<file path="config.mk">
export PLATFORM = sky130hd
export DESIGN_NAME = trace_beat_serializer
export DESIGN_NICKNAME = d
export VERILOG_FILES = /design/src/rtl/tbs_pkg.sv /design/src/rtl/tbs_field_sizer.sv /design/src/rtl/tbs_beat_slicer.sv /design/src/rtl/tbs_beat_source.sv /design/src/rtl/trace_beat_serializer.sv
export SDC_FILE = /design/constraint.sdc
export NUM_CORES = 1
export LEC_CHECK = 0
export CAP_MARGIN = 20
export CORE_MARGIN = 5
export CORE_UTILIZATION = 45
export CTS_CLUSTER_SIZE = 8
export DETAILED_ROUTE_END_ITERATION = 10
export GPL_TIMING_DRIVEN = 0
export PLACE_DENSITY = 0.77
export SYNTH_ARGS = -nofsm -noshare
export SYNTH_HDL_FRONTEND = slang
export SYNTH_SLANG_ARGS = --single-unit
</file>
<file path="constraint.sdc">
create_clock -name clk -period 8.8 [get_ports clk]
set_clock_uncertainty 0.05 [all_clocks]
set_input_delay 0.88 -clock clk [delete_from_list [all_inputs] [get_ports clk]]
set_output_delay 0.88 -clock clk [all_outputs]
set_load 0.01 [all_outputs]
</file>
<file path="src/rtl/tbs_pkg.sv">
package tbs_pkg;

  // Frame codes on the sideband; 2'b10 is never driven.
  typedef enum logic [1:0] {
    FRM_BODY      = 2'b00,
    FRM_FIELD_END = 2'b01,
    FRM_IDLE_EOM  = 2'b11
  } frame_code_e;

endpackage

</file>
<file path="src/rtl/tbs_field_sizer.sv">
module tbs_field_sizer #(
  parameter int BEAT_W = 6,
  parameter int LEN_W  = 6,
  parameter int BI_W   = 3
) (
  input  logic [LEN_W-1:0] len,
  output logic [BI_W-1:0]  nbeats
);

  logic [LEN_W:0] padded;
  logic [LEN_W:0] quot;

  always_comb begin
    padded = {1'b0, len} + (LEN_W+1)'(BEAT_W - 1);
    quot   = padded / (LEN_W+1)'(BEAT_W);
    if (len == '0) nbeats = BI_W'(1);
    else           nbeats = BI_W'(quot);
  end

endmodule

</file>
<file path="src/rtl/tbs_beat_slicer.sv">
module tbs_beat_slicer #(
  parameter int BEAT_W  = 6,
  parameter int FIELD_W = 32,
  parameter int LEN_W   = 6,
  parameter int BI_W    = 3
) (
  input  logic [FIELD_W-1:0] value,
  input  logic [LEN_W-1:0]   len,
  input  logic [BI_W-1:0]    beat_idx,
  output logic [BEAT_W-1:0]  beat
);

  localparam int POS_W = LEN_W + BI_W + 1;

  logic [POS_W-1:0]   base;
  logic [FIELD_W-1:0] shifted;

  always_comb begin
    base    = POS_W'(beat_idx) * POS_W'(BEAT_W);
    shifted = value >> base;
    for (int k = 0; k < BEAT_W; k++) begin
      // keep a bit only while its field position is below the length
      beat[k] = shifted[k] & ((base + POS_W'(k)) < POS_W'(len));
    end
  end

endmodule

</file>
<file path="src/rtl/tbs_beat_source.sv">
module tbs_beat_source
  import tbs_pkg::*;
#(
  parameter int BEAT_W     = 6,
  parameter int FIELD_W    = 32,
  parameter int MAX_FIELDS = 4,
  parameter int LEN_W      = 6,
  parameter int BI_W       = 3,
  parameter int FIDX_W     = 3,
  parameter int SEL_W      = 2
) (
  input  logic [FIDX_W-1:0]  cur_fld,
  input  logic [BI_W-1:0]    cur_bi,
  input  logic [BEAT_W-1:0]  kind,
  input  logic [FIDX_W-1:0]  nfields,
  input  logic [FIELD_W-1:0] vals   [MAX_FIELDS],
  input  logic [LEN_W-1:0]   lens   [MAX_FIELDS],
  input  logic [BI_W-1:0]    nbeats [MAX_FIELDS],
  input  logic [MAX_FIELDS-1:0] var_flags,
  output logic [BEAT_W-1:0]  data,
  output logic [1:0]         frame,
  output logic               is_last,
  output logic [FIDX_W-1:0]  nxt_fld,
  output logic [BI_W-1:0]    nxt_bi
);

  logic [SEL_W-1:0]  sel;
  logic [BEAT_W-1:0] slice;
  logic              on_kind;
  logic              field_end;

  assign on_kind = (cur_fld == '0);
  assign sel     = SEL_W'(cur_fld - 1'b1);

  tbs_beat_slicer #(
    .BEAT_W (BEAT_W),
    .FIELD_W(FIELD_W),
    .LEN_W  (LEN_W),
    .BI_W   (BI_W)
  ) slicer_i (
    .value   (vals[sel]),
    .len     (lens[sel]),
    .beat_idx(cur_bi),
    .beat    (slice)
  );

  always_comb begin
    if (on_kind) begin
      data      = kind;
      field_end = 1'b1;
      is_last   = (nfields == '0);
    end else begin
      data      = slice;
      field_end = (cur_bi == BI_W'(nbeats[sel] - 1'b1));
      is_last   = field_end && (cur_fld == nfields);
    end

    if (is_last)
      frame = FRM_IDLE_EOM;
    else if (field_end && !on_kind && var_flags[sel])
      frame = FRM_FIELD_END;
    else
      frame = FRM_BODY;

    if (field_end) begin
      nxt_fld = cur_fld + 1'b1;
      nxt_bi  = '0;
    end else begin
      nxt_fld = cur_fld;
      nxt_bi  = cur_bi + 1'b1;
    end
  end

endmodule

</file>
<file path="src/rtl/trace_beat_serializer.sv">
module trace_beat_serializer
  import tbs_pkg::*;
#(
  parameter int BEAT_W     = 6,
  parameter int FIELD_W    = 32,
  parameter int MAX_FIELDS = 4,
  parameter int LEN_W      = $clog2(FIELD_W + 1),
  parameter int FIDX_W     = $clog2(MAX_FIELDS + 1)
) (
  input  logic                          clk,
  input  logic                          rst_n,
  input  logic                          ddr_en,
  input  logic                          msg_valid,
  output logic                          msg_ready,
  input  logic [BEAT_W-1:0]             msg_kind,
  input  logic [FIDX_W-1:0]             msg_field_count,
  input  logic [MAX_FIELDS*FIELD_W-1:0] msg_field_val,
  input  logic [MAX_FIELDS*LEN_W-1:0]   msg_field_len,
  input  logic [MAX_FIELDS-1:0]         msg_field_var,
  output logic [BEAT_W-1:0]             tp_data_a,
  output logic [1:0]                    tp_frame_a,
  output logic [BEAT_W-1:0]             tp_data_b,
  output logic [1:0]                    tp_frame_b
);

  localparam int MAX_BEATS = (FIELD_W + BEAT_W - 1) / BEAT_W;
  localparam int BI_W      = $clog2(MAX_BEATS + 1);
  localparam int SEL_W     = (MAX_FIELDS > 1) ? $clog2(MAX_FIELDS) : 1;

  // latched message
  logic                  busy_q;
  logic                  ddr_q;
  logic [BEAT_W-1:0]     kind_q;
  logic [FIDX_W-1:0]     nf_q;
  logic [FIELD_W-1:0]    val_q   [MAX_FIELDS];
  logic [LEN_W-1:0]      len_q   [MAX_FIELDS];
  logic [BI_W-1:0]       nbeats  [MAX_FIELDS];
  logic [MAX_FIELDS-1:0] var_q;

  // stream cursor: field 0 is the kind beat, 1..N are the fields
  logic [FIDX_W-1:0] cur_fld_q;
  logic [BI_W-1:0]   cur_bi_q;

  // output lanes
  logic [BEAT_W-1:0] data_a_q, data_b_q;
  logic [1:0]        frame_a_q, frame_b_q;

  logic              accept;
  logic [FIDX_W-1:0] count_clamped;

  assign msg_ready = !busy_q;
  assign accept    = msg_valid && msg_ready;
  assign count_clamped = (msg_field_count > FIDX_W'(MAX_FIELDS)) ?
                         FIDX_W'(MAX_FIELDS) : msg_field_count;

  generate
    for (genvar f = 0; f < MAX_FIELDS; f++) begin : g_size
      tbs_field_sizer #(
        .BEAT_W(BEAT_W),
        .LEN_W (LEN_W),
        .BI_W  (BI_W)
      ) sizer_i (
        .len   (len_q[f]),
        .nbeats(nbeats[f])
      );
    end
  endgenerate

  // lane A works from the cursor, lane B from lane A's successor
  logic [BEAT_W-1:0] a_data, b_data;
  logic [1:0]        a_frame, b_frame;
  logic              a_last, b_last;
  logic [FIDX_W-1:0] a_nxt_fld, b_nxt_fld;
  logic [BI_W-1:0]   a_nxt_bi, b_nxt_bi;
  logic              b_has;

  tbs_beat_source #(
    .BEAT_W(BEAT_W), .FIELD_W(FIELD_W), .MAX_FIELDS(MAX_FIELDS),
    .LEN_W(LEN_W), .BI_W(BI_W), .FIDX_W(FIDX_W), .SEL_W(SEL_W)
  ) lane_a_src_i (
    .cur_fld  (cur_fld_q),
    .cur_bi   (cur_bi_q),
    .kind     (kind_q),
    .nfields  (nf_q),
    .vals     (val_q),
    .lens     (len_q),
    .nbeats   (nbeats),
    .var_flags(var_q),
    .data     (a_data),
    .frame    (a_frame),
    .is_last  (a_last),
    .nxt_fld  (a_nxt_fld),
    .nxt_bi   (a_nxt_bi)
  );

  tbs_beat_source #(
    .BEAT_W(BEAT_W), .FIELD_W(FIELD_W), .MAX_FIELDS(MAX_FIELDS),
    .LEN_W(LEN_W), .BI_W(BI_W), .FIDX_W(FIDX_W), .SEL_W(SEL_W)
  ) lane_b_src_i (
    .cur_fld  (a_nxt_fld),
    .cur_bi   (a_nxt_bi),
    .kind     (kind_q),
    .nfields  (nf_q),
    .vals     (val_q),
    .lens     (len_q),
    .nbeats   (nbeats),
    .var_flags(var_q),
    .data     (b_data),
    .frame    (b_frame),
    .is_last  (b_last),
    .nxt_fld  (b_nxt_fld),
    .nxt_bi   (b_nxt_bi)
  );

  assign b_has = busy_q && ddr_q && !a_last;

  always_ff @(posedge clk or negedge rst_n) begin
    if (!rst_n) begin
      busy_q    <= 1'b0;
      ddr_q     <= 1'b0;
      kind_q    <= '0;
      nf_q      <= '0;
      var_q     <= '0;
      cur_fld_q <= '0;
      cur_bi_q  <= '0;
      for (int i = 0; i < MAX_FIELDS; i++) begin
        val_q[i] <= '0;
        len_q[i] <= '0;
      end
      data_a_q  <= '0;
      data_b_q  <= '0;
      frame_a_q <= FRM_IDLE_EOM;
      frame_b_q <= FRM_IDLE_EOM;
    end else begin
      if (accept) begin
        busy_q    <= 1'b1;
        ddr_q     <= ddr_en;
        kind_q    <= msg_kind;
        nf_q      <= count_clamped;
        var_q     <= msg_field_var;
        cur_fld_q <= '0;
        cur_bi_q  <= '0;
        for (int i = 0; i < MAX_FIELDS; i++) begin
          val_q[i] <= msg_field_val[i*FIELD_W +: FIELD_W];
          len_q[i] <= msg_field_len[i*LEN_W +: LEN_W];
        end
      end else if (busy_q) begin
        cur_fld_q <= ddr_q ? b_nxt_fld : a_nxt_fld;
        cur_bi_q  <= ddr_q ? b_nxt_bi  : a_nxt_bi;
        if (a_last || (b_has && b_last)) busy_q <= 1'b0;
      end

      data_a_q  <= busy_q ? a_data  : '0;
      frame_a_q <= busy_q ? a_frame : FRM_IDLE_EOM;
      data_b_q  <= b_has  ? b_data  : '0;
      frame_b_q <= b_has  ? b_frame : FRM_IDLE_EOM;
    end
  end

  assign tp_data_a  = data_a_q;
  assign tp_frame_a = frame_a_q;
  assign tp_data_b  = data_b_q;
  assign tp_frame_b = frame_b_q;

endmodule

</file>
Yosys cells after proc, flatten, opt, wreduce, memory -nomap -nowiden:

Index checks and enable logic that the tools add are counted.

* div/mod/pow operators: 4
* muxes and demuxes: 54
* shifts and indexed selects: 2
* bitwise logic cells: 14
* multipliers: 2
* $lt $le $gt $ge: 17
* equality and inequality tests: 4
* reductions and logical operators: 23
* $add $sub $neg: 22

Operators by type and width (number)
* 32-bit binary-select mux with 2-bit select: 2
* 32-bit 2-to-1 mux: 4
* 7-bit by 6-bit less-than comparator with 1-bit output: 10
* 32-bit by 6-bit >> shifter with 6-bit output: 2
* 3-bit 2-to-1 mux: 19
* 6-bit by 3-bit adder with 7-bit output (second input constant): 8
* 6-bit 2-to-1 mux: 8
* 6-bit by 2-bit adder with 7-bit output (second input constant): 4
* 7-bit by 3-bit divider with 7-bit output (second input constant): 4
* 6-bit binary-select mux with 2-bit select: 2
* 6-bit logical NOT: 4
* 6-bit by 1-bit adder with 7-bit output (second input constant): 2
* 3-bit by 1-bit adder with 3-bit output (second input constant): 4
* 1-bit AND: 12
* 3-bit binary-select mux with 2-bit select: 2
* 3-bit == test: 4
* 6-bit less-than comparator: 2
* 1-bit 2-to-1 mux: 11
* 1-bit logical AND: 10
* 3-bit by 2-bit multiplier with 5-bit output (second input constant): 2
* 3-bit logical NOT: 3
* 2-bit 2-to-1 mux: 4
* 3-bit >= comparator (second input constant): 2
* 2-bit by 3-bit less-than comparator with 1-bit output (second input constant): 2
* other kinds (8): 15

* register bits after elaboration: 189
* output and inout bits: 17
* bits of input ports: 169
* word-level logic and storage cells: 161

Logic depth before layout (Yosys ltp):

Gate-level depths: netlist of run 1.

* word-level depth: 24
* mapped depth: 35
* depth with buffers taken out: 28

Hierarchy:

From an unflattened synthesis of run 1, not the netlist that was laid out.

* cells, all modules: 1113
* area, all modules: 13748.2 µm²

By module, submodules not included
* trace_beat_serializer: instances 1, cells each 413, area an instance 7597.3 µm², seq. area each 4734.5 µm²
* tbs_beat_source: instances 2, cells each 107, area an instance 1380.1 µm², seq. area each 0.0 µm²
* tbs_field_sizer: instances 4, cells each 68, area an instance 417.9 µm², seq. area each 0.0 µm²
* tbs_beat_slicer at lane_b_src_i.slicer_i: instances 1, cells each 108, area an instance 867.1 µm², seq. area each 0.0 µm²
* tbs_beat_slicer at lane_a_src_i.slicer_i: instances 1, cells each 106, area an instance 852.1 µm², seq. area each 0.0 µm²

Worst setup path after synthesis of run 1:

OpenSTA, ideal clock, no wires.

* kind: reg2reg
* start point: register cur_fld_q[0]
* end point: register cur_fld_q[2]
* data arrival time: 8.439 ns
* path slack: 0.190 ns
* setup time: 0.122 ns
* period minus slack after synthesis: 8.610 ns
* stages on the path, launching flop included: 28
* required time: 8.628 ns
* buffers on the path: 11
* path through: dfrtp_1 buf_1 clkbuf_1 buf_1 clkbuf_1 mux4_2 ha_1 xnor2_1 or3_1 a2bb2oi_2 o211ai_2 o32ai_1 nor4bb_1 buf_4 buf_2 buf_2 inv_1 ha_1 clkbuf_1 clkbuf_1 clkbuf_1 mux4_2 ha_1 xnor2_1 or3_4 buf_6 or3_1 a32o_1

* cells in the longest elaborated chain, start to end: 21
* elaborated cells between the ends (all ways): 26
* those cells by class: 6 x add/sub; 2 x eq/ne; 14 x mux; 2 x bitwise; 2 x reduce/logical

RTL lines
* start: declaration: line trace_beat_serializer.sv:41 `logic [FIDX_W-1:0] cur_fld_q;`
* start signal: assignment: line trace_beat_serializer.sv:148 `cur_fld_q <= ddr_q ? b_nxt_fld : a_nxt_fld;`
* 2-bit by 1-bit subtractor with 2-bit output: line tbs_beat_source.sv:33 `assign sel = SEL_W'(cur_fld - 1'b1);`
* 2-bit NOT with 3-bit output (implied by the code): line tbs_beat_source.sv:54 `field_end = (cur_bi == BI_W'(nbeats[sel] - 1'b1));`
* 3-bit binary-select mux with 2-bit select: line tbs_beat_source.sv:54
* 3-bit 2-to-1 mux (implied by the code) (2 in series): line tbs_beat_source.sv:54
* 3-bit by 1-bit subtractor with 3-bit output: line tbs_beat_source.sv:54
* 3-bit == test: line tbs_beat_source.sv:54
* 1-bit 2-to-1 mux: line tbs_beat_source.sv:48 `if (on_kind) begin`
* 3-bit 2-to-1 mux: line tbs_beat_source.sv:65 `if (field_end) begin`
* [... 3 more ...]
* 3-bit 2-to-1 mux (implied by the code) (2 in series): line tbs_beat_source.sv:54
* 3-bit by 1-bit subtractor with 3-bit output: line tbs_beat_source.sv:54
* 3-bit == test: line tbs_beat_source.sv:54
* 1-bit 2-to-1 mux: line tbs_beat_source.sv:48
* 3-bit 2-to-1 mux: line tbs_beat_source.sv:65
* 3-bit 2-to-1 mux *: line trace_beat_serializer.sv:148
* 3-bit 2-to-1 mux *: line trace_beat_serializer.sv:147 `end else if (busy_q) begin`
* 3-bit 2-to-1 mux *: line trace_beat_serializer.sv:135 `if (accept) begin`

Mark *: on every way between the ends. The rest lies on a longest branch, timed or not. The select of a mux whose other input is x is not followed.
A chain may end at the register's enable or synchronous reset.

Worst setup path in the final report of run 1:

* start point: register len_q[6] in the netlist's numbering
* end point: register cur_fld_q[2]

* cells in the longest elaborated chain, start to end: 22
* elaborated cells between the ends (all ways): 26
* those cells by class: 5 x add/sub; 1 x div; 2 x eq/ne; 15 x mux; 1 x bitwise; 2 x reduce/logical

RTL lines
* start: declaration: line trace_beat_serializer.sv:36 `logic [LEN_W-1:0] len_q [MAX_FIELDS];`
* start signal: indexed assignment: line trace_beat_serializer.sv:145 `len_q[i] <= msg_field_len[i*LEN_W +: LEN_W];`
* 6-bit by 3-bit adder with 7-bit output: line tbs_field_sizer.sv:14 `padded = {1'b0, len} + (LEN_W+1)'(BEAT_W - 1);`
* 7-bit by 3-bit divider with 7-bit output: line tbs_field_sizer.sv:15 `quot = padded / (LEN_W+1)'(BEAT_W);`
* 3-bit 2-to-1 mux *: line tbs_field_sizer.sv:16 `if (len == '0) nbeats = BI_W'(1);`
* 3-bit binary-select mux with 2-bit select: line tbs_beat_source.sv:54
* 3-bit 2-to-1 mux (implied by the code) (2 in series): line tbs_beat_source.sv:54
* 3-bit by 1-bit subtractor with 3-bit output: line tbs_beat_source.sv:54
* 3-bit == test: line tbs_beat_source.sv:54
* 1-bit 2-to-1 mux: line tbs_beat_source.sv:48
* [... 4 more ...]
* 3-bit 2-to-1 mux (implied by the code) (2 in series): line tbs_beat_source.sv:54
* 3-bit by 1-bit subtractor with 3-bit output: line tbs_beat_source.sv:54
* 3-bit == test: line tbs_beat_source.sv:54
* 1-bit 2-to-1 mux: line tbs_beat_source.sv:48
* 3-bit 2-to-1 mux: line tbs_beat_source.sv:65
* 3-bit 2-to-1 mux *: line trace_beat_serializer.sv:148
* 3-bit 2-to-1 mux *: line trace_beat_serializer.sv:147
* 3-bit 2-to-1 mux *: line trace_beat_serializer.sv:135

Marks and branches as above.

==> results of run 1 <==
-- logic make-up (layout without fill, tap and decap cells) --
| family | count (synthesis) | after routing | synth area share |
|---|---|---|---|
| AO/OA/AOI/OAI | 249 | 249 | 0.128 |
| XOR/XNOR | 32 | 32 | 0.0210 |
| adder cells (fa/ha/maj) | 62 | 62 | 0.0593 |
| buffers and inverters | 148 | 363 | 0.0471 |
| flip-flops | 189 | 189 | 0.355 |
| multiplexers | 249 | 249 | 0.284 |
| AND/OR/NAND/NOR | 274 | 274 | 0.106 |
-- per-layer routing --
layer	part of all wire	vias to the layer above	track usage	wire length (um)
met5	0.00064	-	0	27
met4	0.031	4	0.0829	1310
met3	0.081	95	0.0460	3450
li1	-	4941	-	-
met2	0.47	619	0.405	19900
met1	0.42	5646	0.351	17600
-- cells in the final DEF, fill, tap and decap left out, types with 17 or more instances in the layout --
master	n
xnor2_1	21
nor2_1	49
clkbuf_16	17
a31oi_1	18
dfrtp_1	183
nor2b_1	22
clkdlybuf4s50_1	184
inv_1	50
nand3_1	27
a21oi_1	50
mux2_2	150
nand2_1	83
buf_2	29
o21ai_0	49
ha_1	59
mux4_2	88
clkbuf_1	47
-- final cells by class --
type,instances,area [um^2],share of cell area
Timing Repair Buffer,187,1900,0.116
Clock buffer,17,425,0.0259
Tap cell,390,488,0.0298
Inverter,54,203,0.0124
Multi-Input combinational cell,866,7990,0.487
Buffer,90,445,0.0272
Sequential cell,189,4740,0.289
Clock inverter,15,208,0.0127
-- worst max-delay path by stage --
stage | from | end | slack, ps | cells after the start
finish | len_q[6] | cur_fld_q[2] | 450 | 31
global route | len_q[6] | cur_fld_q[2] | 130 | 31
CTS | len_q[6] | cur_fld_q[2] | 110 | 31
detailed placement | cur_fld_q[0] | tp_data_b[0] | -2480 | 28
global placement | cur_fld_q[0] | tp_data_b[0] | -2530 | 28
floorplan | cur_fld_q[0] | cur_fld_q[2] | 190 | 27
-- what timing repair did --
action	4_1_cts	5_1_grt
setup buffers	0	0
endpoints found under the setup margin	15	12
gates resized for setup	7	10
endpoints found under the hold margin	0	0
-- through the flow --
step / TNS [ps] / instance area, um^2
6_report: 0 / 16400
5_1_grt: 0 / 16400
4_1_cts: 0 / 16300
3_5_place_dp: -28800 / 15700
3_3_place_gp: -233870 / 15700
2_1_floorplan: 0 / 13300
-- flip-flops by register name (all words and copies together), names as in the netlist --
| register | count |
|---|---|
| nf_q | 3 |
| cur_bi_q | 3 |
| tp_data_a | 6 |
| busy_q | 1 |
| kind_q | 6 |
| val_q | 128 |
| tp_frame_a | 2 |
| tp_frame_b | 2 |
| var_q | 4 |
| len_q | 24 |
| ddr_q | 1 |
| cur_fld_q | 3 |
| tp_data_b | 6 |
==> flow_summary.yaml, run 1 <==
run_status:
  status: "finished clean"
die:
  die_w_um: 182
  ios: 186
  die_h_um: 182
  placementRows: 63
  initial_core_util: 0.452
  core_um2: 29500
  die_area_um2: 33200
timing:
  fmax_mhz: 120
  hold_viol_final: 0
  maxSlewHeadroom: 0.356
  period_share: 0.949
  report.final.slew_viol_count: 0
  holdWs_ps: 461
  fin_crit_ps: 8350
  tightestPinTransition_ps: 965
  setup_viol: 0
  grt_setup_unrepaired: "false"
  fin_ws_ps: 452
drt:
  wl_per_cell_um: 23.4
  dr.pass1.iters: 6
  vias: 11300
  ant_nets: 0
  drc_errors: 0
  drtIter0Drc: 1219
  wl_um: 42300
  vias_per_cell: 6.25
logic_synthesis:
  ys_seq_area_frac: 0.355
  synth_flop_cell: "dfrtp_1"
  ys_top_cells_by_area: "dfrtp_1 (35%), mux4_2 (15%), mux2_2 (13%), ha_1 (5.6%), nand2_1 (2.3%)"
  ys_ff_latch: 189
  synth_edf_count: 0
  synth_common_cells: "dfrtp_1 (185), mux2_2 (150), mux4_2 (88)"
  synth.yosys.warnings: 0
  synth_area_per_cell_um2: 11.1
  synth_fp_nets: 1434
  netlist_area_um2: 13300
  netlist.top_cell.by_area: "dfrtp_1"
  async_flop_share: 1.00
  yosysMostFrequentCell: "dfrtp_1"
  synth_top_area_share: 0.347
  synthCells: 1203
  yosysUniqueCellTypes: 88
clock_tree:
  htreeDepth: 4
  cts_root_buf: "clkbuf_16"
  postCtsHoldBufs: 0
  clock_sinks: 189
  numCtsBuffers: 17
  cts_tree: "built"
  cts_buffer_depth: 2
  clock_latency_ps: 450
  clk_pin_slew_ps: 80
min_path:
  hold_class: "in -> async"
setup_path:
  start_kind: "register"
  crit_path_max_fanout: 17
  critical-path-top-delay-family: "simple AND/OR/NAND/NOR gates"
  critPathKind: "reg -> reg"
  r2r_slack_ps: 450
  crit_required_ps: 9090
  worstSetupEndpointType: "register"
  reg2regPathDepth: 31
  worst-path-buf-inv: 8
  crit_arrival_ps: 8640
  reg2reg_to: "cur_fld_q[2]"
  slowest_delay_ps: 530
  slowest_stage: "mux4_2"
  r2r_start: "len_q[6]"
global_route:
  grt_usage: 0.253
  grt_pass1_wl_um: 65900
  grt_max_degree: 113
  overflow: 0
  grt_pass1_vias: 11600
  antenna_found_initial: 2
layout:
  post_route_cells_drive_above_1_share: 0.240
  num_antenna_cells: 0
  num-fill-cells: 2501
  final_core_util: 0.556
  layoutNonFillerInstCount: 1808
  synthToLayoutAreaGrowth_pct: 23.0
  layout.nets: 1636
placement:
  gp_congestion: 0.959
  numPlacedInstances: 1779
  numPortBuffers: 185
  post-place-ws_ps: -2480
  hpwl_um: 32000
job:
  drv_cap: 0
Power of run 1 is left out: the tool's default activity adds up to more than one toggle a clock period on the data nets, which glitch-free logic cannot reach.
==> run 2, diff against run 1 <==
--- a/config.mk
+++ b/config.mk
@@ -5,13 +5,14 @@
 export SDC_FILE = /design/constraint.sdc
 export NUM_CORES = 1
 export LEC_CHECK = 0
+export ABC_AREA = 1
 export CAP_MARGIN = 20
 export CORE_MARGIN = 5
 export CORE_UTILIZATION = 45
 export CTS_CLUSTER_SIZE = 8
 export DETAILED_ROUTE_END_ITERATION = 10
 export GPL_TIMING_DRIVEN = 0
-export PLACE_DENSITY = 0.77
+export PLACE_DENSITY = 0.78
 export SYNTH_ARGS = -nofsm -noshare
 export SYNTH_HDL_FRONTEND = slang
 export SYNTH_SLANG_ARGS = --single-unit
==> constraint.sdc (replaced) <==
create_clock -name clk -period 7.6 [get_ports clk]
set_clock_uncertainty 0.05 [all_clocks]
set_input_delay 0.76 -clock clk [delete_from_list [all_inputs] [get_ports clk]]
set_output_delay 0.76 -clock clk [all_outputs]
set_load 0.01 [all_outputs]
==> run 2 against run 1 <==
- sequential share of layout area grew 0.89 points
- wire length rose by 26%
- worst hold slack got worse by 230 ps
- design area fell by 3.0%
- fmax increased by 13%
- die area down 3.7%
- register-to-register slack worse by 220 ps
- core utilization grew 1.3 points
- clock-buffer cell count rose by 1
- first-iteration DRC count grew 25%
- synthesized area fell by 3.9%
- non-clock buffer count is 10 higher
- critical path type unchanged
- largest cell class unchanged
==> flow_summary.yaml, run 2 <==
run_status:
  status: "finished clean"
logic_synthesis:
  synth.yosys.warnings: 0
  yosysUniqueCellTypes: 54
  ys_seq_area_frac: 0.369
  synth_fp_nets: 2073
  synth_area_per_cell_um2: 6.96
  synth_flop_cell: "dfrtp_1"
  synthCells: 1842
  yosysMostFrequentCell: "nand2_1"
  netlist.top_cell.by_area: "dfrtp_1"
  synth_common_cells: "nand2_1 (637), dfrtp_1 (185), o21ai_0 (167)"
  synth_edf_count: 0
  async_flop_share: 1.00
  ys_top_cells_by_area: "dfrtp_1 (36%), nand2_1 (19%), o21ai_0 (6.5%), ha_1 (5.9%), a21oi_1 (4.8%)"
  ys_ff_latch: 189
  synth_top_area_share: 0.361
  netlist_area_um2: 12800
layout:
  layout.nets: 2277
  largest_reg_flops: 128
  post_route_cells_drive_above_1_share: 0.0646
  multi_input_area_um2: 7080
  reg_top3: "val_q x128, len_q x24"
  synthToLayoutAreaGrowth_pct: 24.1
  final_common_cell: "nand2_1"
  num_antenna_cells: 0
  design_area_um2: 15900
  final_core_util: 0.569
  final_cell_mix: "nand2_1 (637), dfrtp_1 (184), clkdlybuf4s50_1 (184)"
  num-fill-cells: 2659
  largest-register: "val_q"
  seqCellArea_um2: 4740
timing:
  fmax_mhz: 136
  tightestPinTransition_ps: 1090
  period_share: 0.970
  grt_setup_unrepaired: "false"
  hold_viol_final: 0
  setup_viol: 0
  holdWs_ps: 231
  report.final.slew_viol_count: 0
  maxSlewHeadroom: 0.277
  fin_crit_ps: 7370
setup_path:
  crit_path_max_fanout: 19
  slowest_delay_ps: 470
  crit_required_ps: 7930
  crit_path_frequent_cell: "a21oi_1"
  start_kind: "register"
  worstSetupEndpointType: "register"
  timing.critical_path.to: "tp_data_b[5]"
  r2r_start: "cur_fld_q[0]"
  critPathKind: "reg -> reg"
  reg2regPathDepth: 32
  crit_start: "cur_fld_q[0]"
  slowest_stage: "dfrtp_2"
  reg2reg_to: "tp_data_b[5]"
  r2r_slack_ps: 230
  crit_arrival_ps: 7700
drt:
  wl_um: 53100
  ant_nets: 0
  drtIter0Drc: 1525
  vias_per_cell: 5.64
  drc_errors: 0
  dr.pass1.iters: 6
  wl_per_cell_um: 21.8
  vias: 13800
global_route:
  grt_pass1_wl_um: 80400
  use_met3: 0.0571
  grt-busiest-layer: "met2"
  grt_usage: 0.334
  met1_usage: 0.435
  antenna_found_initial: 0
  grt_pass1_vias: 13600
  overflow: 0
  grt_max_degree: 101
  grt_use_met2: 0.547
min_path:
  hold_class: "in -> async"
clock_tree:
  cts_tree: "built"
  htreeDepth: 4
  clock_sinks: 189
  cts_buffer_depth: 2
  postCtsHoldBufs: 0
  clock_latency_ps: 460
  cts_root_buf: "clkbuf_16"
  clk_pin_slew_ps: 90
  numCtsBuffers: 17
placement:
  gp_congestion: 1.01
  hpwl_um: 41000
  placed_area_um2: 15200
  numPortBuffers: 185
die:
  die_area_um2: 31900
  die_w_um: 179
  ios: 186
  die_h_um: 179
  core_um2: 27900
  placementRows: 61
  initial_core_util: 0.459
job:
  drv_cap: 0
==> run 2: cells by family (layout without fill, tap and decap cells) <==
group	Yosys count	after routing	share of synthesized area
XOR/XNOR	29	29	0.0210
AND/OR/NAND/NOR	899	899	0.290
adder cells (fa/ha/maj)	62	62	0.0617
buffers and inverters	259	476	0.0815
AO/OA/AOI/OAI	404	404	0.176
flip-flops	189	189	0.369
==> run 2: timing repair <==
action / CTS / global route
hold endpoints to repair: 0 / 0
buffers inserted: 0 / 2
endpoints found under the setup margin: 15 / 15
gates resized for setup: 34 / 7
==> run 2: how the worst min path moves through the flow <==
| stage | slack (ps) | end | cells past startpoint | from |
|---|---|---|---|---|
| 3_3_place_gp | 430 | kind_q[5] | 2 | kind_q[5] |
| 4_1_cts | 280 | val_q[115] | 1 | rst_n |
| 6_report | 230 | val_q[55] | 1 | rst_n |
| 2_1_floorplan | 400 | val_q[27] | 2 | val_q[27] |
| 5_1_grt | 300 | val_q[55] | 1 | rst_n |
| 3_5_place_dp | 440 | kind_q[3] | 2 | kind_q[3] |
==> run 2: routing by layer <==
layer	part of all wire	up-vias
met5	0	-
met4	0.048	0
met3	0.080	143
met2	0.46	679
met1	0.41	6477
li1	-	6452
==> run 2: metrics by stage <==
stage | TNS, ps | instances | setup WS (ps)
after CTS | 0 | 2436 | 83.9
after floorplan | 0 | 1842 | 674
after global placement | -379870 | 2405 | -3330
final | 0 | 2437 | 227
after detailed placement | -48610 | 2406 | -3460
after global routing | 0 | 2437 | 77.7
==> run 2: area by class of cell <==
type	count	area share
sequential	189	0.298
multi-input combinational	1394	0.445
timing repair buffer	188	0.119
inverter	157	0.0375
tap	378	0.0297
clock buffer	18	0.0270
clock inverter	14	0.0124
buffer	99	0.0309
==> run 2: critical path, delay by kind of cell (launching register included) <==
kind	cells	cell delay (ps)
fa+ha+maj	4	1040
simple gates	8	1140
xor+xnor	1	150
flops	1	470
compound gates	9	1690
buf+inv	10	2730
Power of run 2 is left out for the same reason.
